[config.mk]
export PLATFORM = sky130hd
export DESIGN_NAME = sram_hw_ctrl
export DESIGN_NICKNAME = d
export VERILOG_FILES = /design/src/rtl/sram_hw_pkg.sv /design/src/rtl/sram_hw_seq.sv /design/src/rtl/sram_hw_pins.sv /design/src/rtl/sram_hw_rcap.sv /design/src/rtl/sram_hw_ctrl.sv
export SDC_FILE = /design/constraint.sdc
export NUM_CORES = 1
export LEC_CHECK = 0
export CORE_UTILIZATION = 44
export CTS_CLUSTER_DIAMETER = 120
export DETAILED_ROUTE_END_ITERATION = 8
export PLACE_DENSITY = 0.91
export SLEW_MARGIN = 10
export SYNTH_ARGS = -nofsm -noshare
export SYNTH_HDL_FRONTEND = slang
export SYNTH_SLANG_ARGS = --single-unit
export TNS_END_PERCENT = 50
[constraint.sdc]
create_clock -name clk -period 2.7 [get_ports clk]
set_input_delay 0.27 -clock clk [delete_from_list [all_inputs] [get_ports clk]]
set_output_delay 0.27 -clock clk [all_outputs]
set_load 0.05 [all_outputs]
[src/rtl/sram_hw_pkg.sv]
package sram_hw_pkg;

  // Access sequencer phases; the order is not decoded anywhere
  typedef enum logic [2:0] {
    ST_IDLE  = 3'd0,
    ST_RD    = 3'd1,
    ST_WGAP  = 3'd2,
    ST_WDATA = 3'd3,
    ST_WHOLD = 3'd4
  } seq_state_t;

endpackage

[src/rtl/sram_hw_seq.sv]
module sram_hw_seq
  import sram_hw_pkg::*;
#(
  parameter int RD_CYC   = 2,
  parameter int WR_CYC   = 3,
  parameter int TURN_CYC = 1
) (
  input  logic       clk,
  input  logic       rst_n,
  input  logic       start,
  input  logic       start_wr,
  output seq_state_t state_q,
  output seq_state_t state_d,
  output logic       last
);

  localparam int MAX_AB = (RD_CYC > WR_CYC) ? RD_CYC : WR_CYC;
  localparam int MAX_C  = (MAX_AB > TURN_CYC) ? MAX_AB : TURN_CYC;
  localparam int CW     = $clog2(MAX_C + 1);

  logic [CW-1:0] cnt_q, cnt_d;

  assign last = (cnt_q == '0);

  always_comb begin
    state_d = state_q;
    cnt_d   = cnt_q;
    case (state_q)
      ST_IDLE: begin
        if (start) begin
          state_d = start_wr ? ST_WGAP : ST_RD;
          cnt_d   = start_wr ? CW'(TURN_CYC - 1) : CW'(RD_CYC - 1);
        end
      end
      ST_RD: begin
        if (last) state_d = ST_IDLE;
        else      cnt_d   = cnt_q - 1'b1;
      end
      ST_WGAP: begin
        if (last) begin
          state_d = ST_WDATA;
          cnt_d   = CW'(WR_CYC - 1);
        end else begin
          cnt_d = cnt_q - 1'b1;
        end
      end
      ST_WDATA: begin
        if (last) state_d = ST_WHOLD;
        else      cnt_d   = cnt_q - 1'b1;
      end
      ST_WHOLD: state_d = ST_IDLE;
      default:  state_d = ST_IDLE;
    endcase
  end

  always_ff @(posedge clk or negedge rst_n) begin
    if (!rst_n) begin
      state_q <= ST_IDLE;
      cnt_q   <= '0;
    end else begin
      state_q <= state_d;
      cnt_q   <= cnt_d;
    end
  end

endmodule

[src/rtl/sram_hw_pins.sv]
module sram_hw_pins
  import sram_hw_pkg::*;
#(
  parameter int ADDR_W = 17,
  parameter int DATA_W = 32,
  parameter int LANES  = 2
) (
  input  logic              clk,
  input  logic              rst_n,
  input  seq_state_t        state_d,
  input  logic              load,
  input  logic [ADDR_W-1:0] in_addr,
  input  logic [LANES-1:0]  in_lanes,
  input  logic [DATA_W-1:0] in_wdata,
  output logic [LANES-1:0]  lanes_q,
  output logic [ADDR_W-1:0] addr_q,
  output logic [DATA_W-1:0] wdata_q,
  output logic              en1_n_q,
  output logic              en2_q,
  output logic              we_n_q,
  output logic              oe_n_q,
  output logic [LANES-1:0]  hw_n_q,
  output logic [LANES-1:0]  dq_oe_q
);

  logic             busy_d, rd_d, wlow_d, drv_d;
  logic [LANES-1:0] lanes_d, hw_n_d, dq_oe_d;

  always_comb begin
    busy_d  = (state_d != ST_IDLE);
    rd_d    = (state_d == ST_RD);
    wlow_d  = (state_d == ST_WGAP) || (state_d == ST_WDATA);
    drv_d   = (state_d == ST_WDATA) || (state_d == ST_WHOLD);
    lanes_d = load ? in_lanes : lanes_q;
  end

  for (genvar l = 0; l < LANES; l++) begin : g_lane
    assign hw_n_d[l]  = !(busy_d && lanes_d[l]);
    assign dq_oe_d[l] = drv_d && lanes_d[l];
  end

  // Request fields: loaded only on acceptance
  always_ff @(posedge clk or negedge rst_n) begin
    if (!rst_n) begin
      lanes_q <= '0;
      addr_q  <= '0;
      wdata_q <= '0;
    end else if (load) begin
      lanes_q <= in_lanes;
      addr_q  <= in_addr;
      wdata_q <= in_wdata;
    end
  end

  // Strobes: registered so the pins change only at clock edges
  always_ff @(posedge clk or negedge rst_n) begin
    if (!rst_n) begin
      en1_n_q <= 1'b1;
      en2_q   <= 1'b0;
      we_n_q  <= 1'b1;
      oe_n_q  <= 1'b1;
      hw_n_q  <= '1;
      dq_oe_q <= '0;
    end else begin
      en1_n_q <= !busy_d;
      en2_q   <= busy_d;
      we_n_q  <= !wlow_d;
      oe_n_q  <= !rd_d;
      hw_n_q  <= hw_n_d;
      dq_oe_q <= dq_oe_d;
    end
  end

endmodule

[src/rtl/sram_hw_rcap.sv]
module sram_hw_rcap
  import sram_hw_pkg::*;
#(
  parameter int DATA_W = 32,
  parameter int LANES  = 2
) (
  input  logic              clk,
  input  logic              rst_n,
  input  seq_state_t        state_q,
  input  logic              last,
  input  logic [LANES-1:0]  lanes_q,
  input  logic [DATA_W-1:0] dq_in,
  output logic              rsp_valid_q,
  output logic [DATA_W-1:0] rdata_q
);

  localparam int LW = DATA_W / LANES;

  logic              cap;
  logic [DATA_W-1:0] rdata_d;

  assign cap = (state_q == ST_RD) && last;

  for (genvar l = 0; l < LANES; l++) begin : g_mask
    assign rdata_d[l*LW +: LW] = lanes_q[l] ? dq_in[l*LW +: LW] : '0;
  end

  always_ff @(posedge clk or negedge rst_n) begin
    if (!rst_n) begin
      rsp_valid_q <= 1'b0;
    end else begin
      rsp_valid_q <= cap;
    end
  end

  always_ff @(posedge clk or negedge rst_n) begin
    if (!rst_n) begin
      rdata_q <= '0;
    end else if (cap) begin
      rdata_q <= rdata_d;
    end
  end

endmodule

[src/rtl/sram_hw_ctrl.sv]
module sram_hw_ctrl
  import sram_hw_pkg::*;
#(
  parameter int ADDR_W   = 17,
  parameter int DATA_W   = 32,
  parameter int RD_CYC   = 2,
  parameter int WR_CYC   = 3,
  parameter int TURN_CYC = 1
) (
  input  logic              clk,
  input  logic              rst_n,
  input  logic              req_valid,
  output logic              req_ready,
  input  logic              req_write,
  input  logic [ADDR_W-1:0] req_addr,
  input  logic [1:0]        req_lanes,
  input  logic [DATA_W-1:0] req_wdata,
  output logic              rsp_valid,
  output logic [DATA_W-1:0] rsp_rdata,
  output logic [ADDR_W-1:0] mem_addr,
  output logic              mem_en1_n,
  output logic              mem_en2,
  output logic              mem_we_n,
  output logic              mem_oe_n,
  output logic              mem_lo_n,
  output logic              mem_hi_n,
  output logic [DATA_W-1:0] mem_dq_out,
  output logic [1:0]        mem_dq_oe,
  input  logic [DATA_W-1:0] mem_dq_in
);

  localparam int LANES = 2;

  seq_state_t       state_q, state_d;
  logic             last, accept;
  logic [LANES-1:0] lanes_q, hw_n;

  assign req_ready = (state_q == ST_IDLE);
  assign accept    = req_valid && req_ready;

  sram_hw_seq #(
    .RD_CYC(RD_CYC), .WR_CYC(WR_CYC), .TURN_CYC(TURN_CYC)
  ) u_seq (
    .clk(clk), .rst_n(rst_n), .start(accept), .start_wr(req_write),
    .state_q(state_q), .state_d(state_d), .last(last)
  );

  sram_hw_pins #(
    .ADDR_W(ADDR_W), .DATA_W(DATA_W), .LANES(LANES)
  ) u_pins (
    .clk(clk), .rst_n(rst_n), .state_d(state_d), .load(accept),
    .in_addr(req_addr), .in_lanes(req_lanes), .in_wdata(req_wdata),
    .lanes_q(lanes_q), .addr_q(mem_addr), .wdata_q(mem_dq_out),
    .en1_n_q(mem_en1_n), .en2_q(mem_en2), .we_n_q(mem_we_n),
    .oe_n_q(mem_oe_n), .hw_n_q(hw_n), .dq_oe_q(mem_dq_oe)
  );

  assign mem_lo_n = hw_n[0];
  assign mem_hi_n = hw_n[1];

  sram_hw_rcap #(
    .DATA_W(DATA_W), .LANES(LANES)
  ) u_rcap (
    .clk(clk), .rst_n(rst_n), .state_q(state_q), .last(last),
    .lanes_q(lanes_q), .dq_in(mem_dq_in),
    .rsp_valid_q(rsp_valid), .rdata_q(rsp_rdata)
  );

endmodule

[Word-level counts from Yosys, hierarchy flattened]
Cells that the tools add are included.
Word-level totals
  logic and storage cells: 56
  register bits: 97
  input port bits: 87
  output and inout bits: 91
Cells by class
  mux-type cells: 14
  reduce and logical (&&, ||, !) cells: 19
  equal/unequal tests: 9
  $add $sub $neg: 1
Operators by type and width (count)
  $mux 16: 2
  $eq 3x2->1 const B: 4
  $mux 3: 4
  $pmux 3 s4: 1
  $mux 2: 5
  $eq 3x1->1 const B: 2
  $logic_and 1x1->1: 6
  $pmux 2 s3: 1
  $reduce_bool 3->1: 2
  $logic_not 1->1: 5
  $eq 3x3->1 const B: 1
  $logic_not 3->1: 1
  $reduce_and 3->1: 1
  $logic_not 2->1: 1
  $logic_or 1x1->1: 2
  $ne 2x1->1 const B: 1
  $ne 2x2->1 const B: 1
  $reduce_or 2->1: 1
  $sub 2x1->2 const B: 1
  $mux 1: 1

[Depth between registers and ports, before layout]
  depth in word-level cells: 7
  gate-level depth with buffers: 7
  gate-level depth less buffers: 5

[By module]
Synthesis repeated with hierarchy kept, for this count alone.
Second synthesis, totals
  cell total of the unflattened synthesis: 295
  area total of the unflattened synthesis: 4015.1 um^2
Modules (own cells, without submodules)
  sram_hw_pins: seq. area each 1482.7 um^2, area each 2213.4 um^2, times used 1, cells an instance 127
  sram_hw_rcap: seq. area each 825.8 um^2, area each 1487.7 um^2, times used 1, cells an instance 138
  sram_hw_seq: seq. area each 125.1 um^2, area each 294.0 um^2, times used 1, cells an instance 28
  sram_hw_ctrl: seq. area each 0.0 um^2, area each 20.0 um^2, times used 1, cells an instance 2

[Worst setup path after synthesis]
No wires, ideal clock.
  kind: flip-flop to output port
  from: register u_seq.state_q[0]
  to: output port req_ready
  cell stages (with the launch flop): 3
  setup slack: 0.754 ns
  path buffers: 1
  required time: 2.430 ns
  data arrival time: 1.676 ns
  cells stage by stage: dfrtp_1 > buf_2 > nor3_1
Between the ends
  cells in the longest elaborated chain, start to end: 1
Ends and longest elaborated chain
  from (decl): RTL line sram_hw_seq.sv:12  | output seq_state_t state_q,
  from (signal assigned): RTL line sram_hw_seq.sv:61  | state_q <= state_d;
  $logic_not 3->1: RTL line sram_hw_ctrl.sv:38  | assign req_ready = (state_q == ST_IDLE);
  to (decl): RTL line sram_hw_ctrl.sv:13  | output logic req_ready,
Every way passes these cells.

[Worst setup path after layout]
Same ends and word-level chain as after synthesis.

==> metrics.md <==
| Metric | Value |
|---|---|
| Die height | `roughly 95 um` |
| Max-Cap Viols | `0` |
| Post-layout min period | `~2.2 ns` |
| Slowest stage cell, crit path | `clkdlybuf4s50_1` |
| Vias per cell | `between 4 and 5` |
| Antenna Cells | `0` |
| Nets | `around 570` |
| GRT Total Usage | `0.1951` |
| PortBufs | `177` |
| Layout cells sized above 1 | `0.1446` |
| First-pass GRT wire length | `13.28 mm` |
| Pwr/cell area | `approximately 1400 mW/mm^2` |
| Filler Cell Count | `around 580` |
| Internal Power | `~4.2 mW` |
| Setup-failing EPs final | `0` |
| Post-synthesis register bit count | `97` |
| CTS max path bufs | `2` |
| Final hold viol count | `0` |
| Fin crit share | `0.8271` |
| Seq/Total Area, Yosys | `0.6449` |
| Drt pass-1 iters | `4` |
| Sw Ratio | `0.4874` |
| Initial core utilization | `0.4570` |
| Die area | `0.008951 mm^2` |
| GRT Residual Overflow | `0` |
| P_sw | `roughly 4.0 mW` |
| Synth warn | `0` |
| Synth top area share | `0.6101` |
| Crit path cell chain | `nor3_1 > clkdlybuf4s50_1` |
| Required @ worst endpoint | `2.43 ns` |
| Synth top cells by count | `dfrtp_1, nand2_1, mux2_2, o21ai_0, clkbuf_1` |
| Num rows | `33` |
| Clk pwr share | `0.100` |
| Synth Flop Type | `dfrtp_1` |
| Cell accounting for the most synthesized area | `dfrtp_1` |
| Highest Clock Rate | `between 0.4 and 0.5 GHz` |
| Leakage | `about 2.5 nW` |
| Asr flop ratio synth | `1.000` |
| Logic pwr share | `0.584` |
| Clock slew seen by the registers of the worst setup and hold paths | `~0.1 ns` |
| Cells after Synth | `roughly 310` |
| Post-Syn Area per Cell | `about 12 um^2` |
| RSZ-0062 raised after global routing | `false` |
| Routed wire length | `approximately 8.7 mm` |
| Critical Path Fanout Max | `13` |
| Setup tns final | `0 ns` |
| Post-synth EDFFs | `0` |
| Count leader, synth | `dfrtp_1` |
| Initial antenna violation count | `0` |
| Crit path arrival time | `between 1.5 and 2 ns` |
| Via count | `approximately 2,900` |
| Top cells by area, synth | `dfrtp_1, mux2_2, nand2_1` |
| HP Class | `input port to asynchronous set/reset pin` |
| Core area | `0.008258 mm^2` |
| Clock root cell | `clkbuf_8` |
| Kind of critical path | `flop to output pin` |
| Delay-heaviest family, CP | `buffers and inverters` |
| Sequential share of power | `0.316` |
| Crit start category | `flop` |
| WHS | `0.4475 ns` |
| Max-Slew Margin vs Limit | `0.6141` |
| Worst slew pin tran | `between 0.5 and 0.6 ns` |
| Final Skew | `approximately 0.011 ns` |
| Area delta synth->final | `54.38%` |
| CP peak stage delay | `roughly 0.83 ns` |
| DP Wirelength | `~6.4 mm` |
| Synthesized area | `0.003774 mm^2` |
| DR WL/cell | `14.80 um` |
| Clock Latency Late Sink | `0.35 ns` |
| Peak supply drop | `0.0006838 V` |
| Pin count of the biggest net entering global routing | `57` |
| CP endpoint kind | `output pin` |
| CTS tree | `built` |
| Die width | `roughly 95 um` |
| Synth cell types | `30` |
| CTS buffer count | `9` |
| DRT iter0 DRCs | `between 80 and 90` |
| Final ANT Viol Nets | `0` |
| Status | `finished, final reports clean` |
| I/O pins | `approximately 180` |
| WP buf/inv | `1` |
| Clock sinks | `97` |
| DRC viols | `0` |
| Syn Nets | `between 300 and 400` |
| Fin. max-slew vios | `0` |
| Number of global-route vias before repair | `about 2,800` |
| RePlAce Congestion | `between 0.8 and 0.9` |
| H-tree depth | `3` |
| Total power | `slightly above 8 mW` |
## cells in the final DEF, fill, tap and decap left out, drive strengths merged, types with 2 or more instances in the layout
master / count
clkdlybuf4s50: 176
dfrtp: 92
nand2: 68
mux2: 51
o21ai: 33
clkbuf: 9
inv: 5
dfstp: 5
clkinv: 5
buf: 5
nor2b: 4
nand2b: 3
nor2: 3
nor3: 2
a21o: 2
a21oi: 2
nor3b: 2
or3: 2
ha: 2
clkinvlp: 2
## worst paths after layout
kind	cells past startpoint	slack, ns	startpoint	to
setup / recovery	2	0.47	u_seq.state_q[0]$_DFF_PN0_	req_ready
hold / removal	2	0.45	rst_n	u_pins.wdata_q[9]$_DFFE_PN0P_
setup reg to reg	6	0.78	u_seq.cnt_q[0]$_DFFE_PN0P_	u_rcap.rdata_q[26]$_DFFE_PN0P_
hold reg to reg	2	0.49	u_rcap.rdata_q[13]$_DFFE_PN0P_	u_rcap.rdata_q[13]$_DFFE_PN0P_
max in group asynchronous	3	1.54	rst_n	u_pins.wdata_q[1]$_DFFE_PN0P_
min in group clk	3	0.47	mem_dq_in[0]	u_rcap.rdata_q[0]$_DFFE_PN0P_
## cell type report
| class | instances | area [um^2] | share of cell area |
|---|---|---|---|
| clock buffers | 9 | 123.9 | 0.02126 |
| clock inverters | 7 | 47.55 | 0.008162 |
| inverters | 5 | 18.77 | 0.003222 |
| multi-input cells | 184 | 1236 | 0.2122 |
| flip-flops and latches | 97 | 2434 | 0.4177 |
| well taps | 105 | 131.4 | 0.02255 |
| repair buffers | 182 | 1834 | 0.3149 |
## stage by stage
step,std cells,worst slack (ns),util,area [um^2]
final,589,0.4668,0.7055,5826
after global routing,589,0.3498,0.7055,5826
after CTS,589,0.4562,0.7055,5826
after detailed placement,572,0.6313,0.6835,5644
after global placement,572,0.6998,0.6835,5644
after floorplan,305,0.7541,-,3774
## power groups by stage
stage | clock network (mW) | registers [mW] | logic, mW
2_1_floorplan | 0 | 4.69 | 1.09
3_3_place_gp | 0 | 2.59 | 4.75
3_5_place_dp | 0 | 2.64 | 4.84
4_1_cts | 0.857 | 2.61 | 4.85
5_1_grt | 0.919 | 2.72 | 5.05
6_report | 0.825 | 2.61 | 4.82
## logic make-up (layout without fill, tap and decap cells)
| kind of cell | count (synthesis) | count (layout) | synth area share |
|---|---|---|---|
| compound gates | 42 | 42 | 0.06035 |
| fa+ha+maj | 2 | 2 | 0.006630 |
| buf+inv | 24 | 203 | 0.02885 |
| flops | 97 | 97 | 0.6449 |
| mux | 51 | 51 | 0.1522 |
| simple gates | 89 | 89 | 0.1071 |
## timing repair
item                      in CTS  in global routing
setup buffers                  0                  0
gates resized for setup        0                  0
hold endpoints to repair      36                  0
hold buffers                   1                  0
## layer usage
layer  vias to the layer above  track usage  part of all wire
met3                        18      0.05233             0.077
li1                       1361            -                 -
met2                       128       0.3321              0.50
met4                         0      0.07197             0.025
met5                         -            0                 0
met1                      1351       0.2370              0.40
## sequential cells by signal, indices dropped and copies added (netlist names)
register            count
u_pins.addr_q          17
u_pins.lanes_q          2
u_rcap.rsp_valid_q      1
u_pins.dq_oe_q          2
u_seq.state_q           3
u_pins.we_n_q           1
u_rcap.rdata_q         32
u_pins.en2_q            1
u_pins.hw_n_q           2
u_pins.en1_n_q          1
u_seq.cnt_q             2
u_pins.oe_n_q           1
u_pins.wdata_q         32
## worst reg2reg max path, delay by kind of cell (launching register included)
kind / cells / cell delay (ns)
compound gates: 1 / 0.09
simple gates: 2 / 0.54
flops: 1 / 0.42
fa+ha+maj: 1 / 0.27
buf+inv: 2 / 0.49
(Power assumes the default switching activity.)
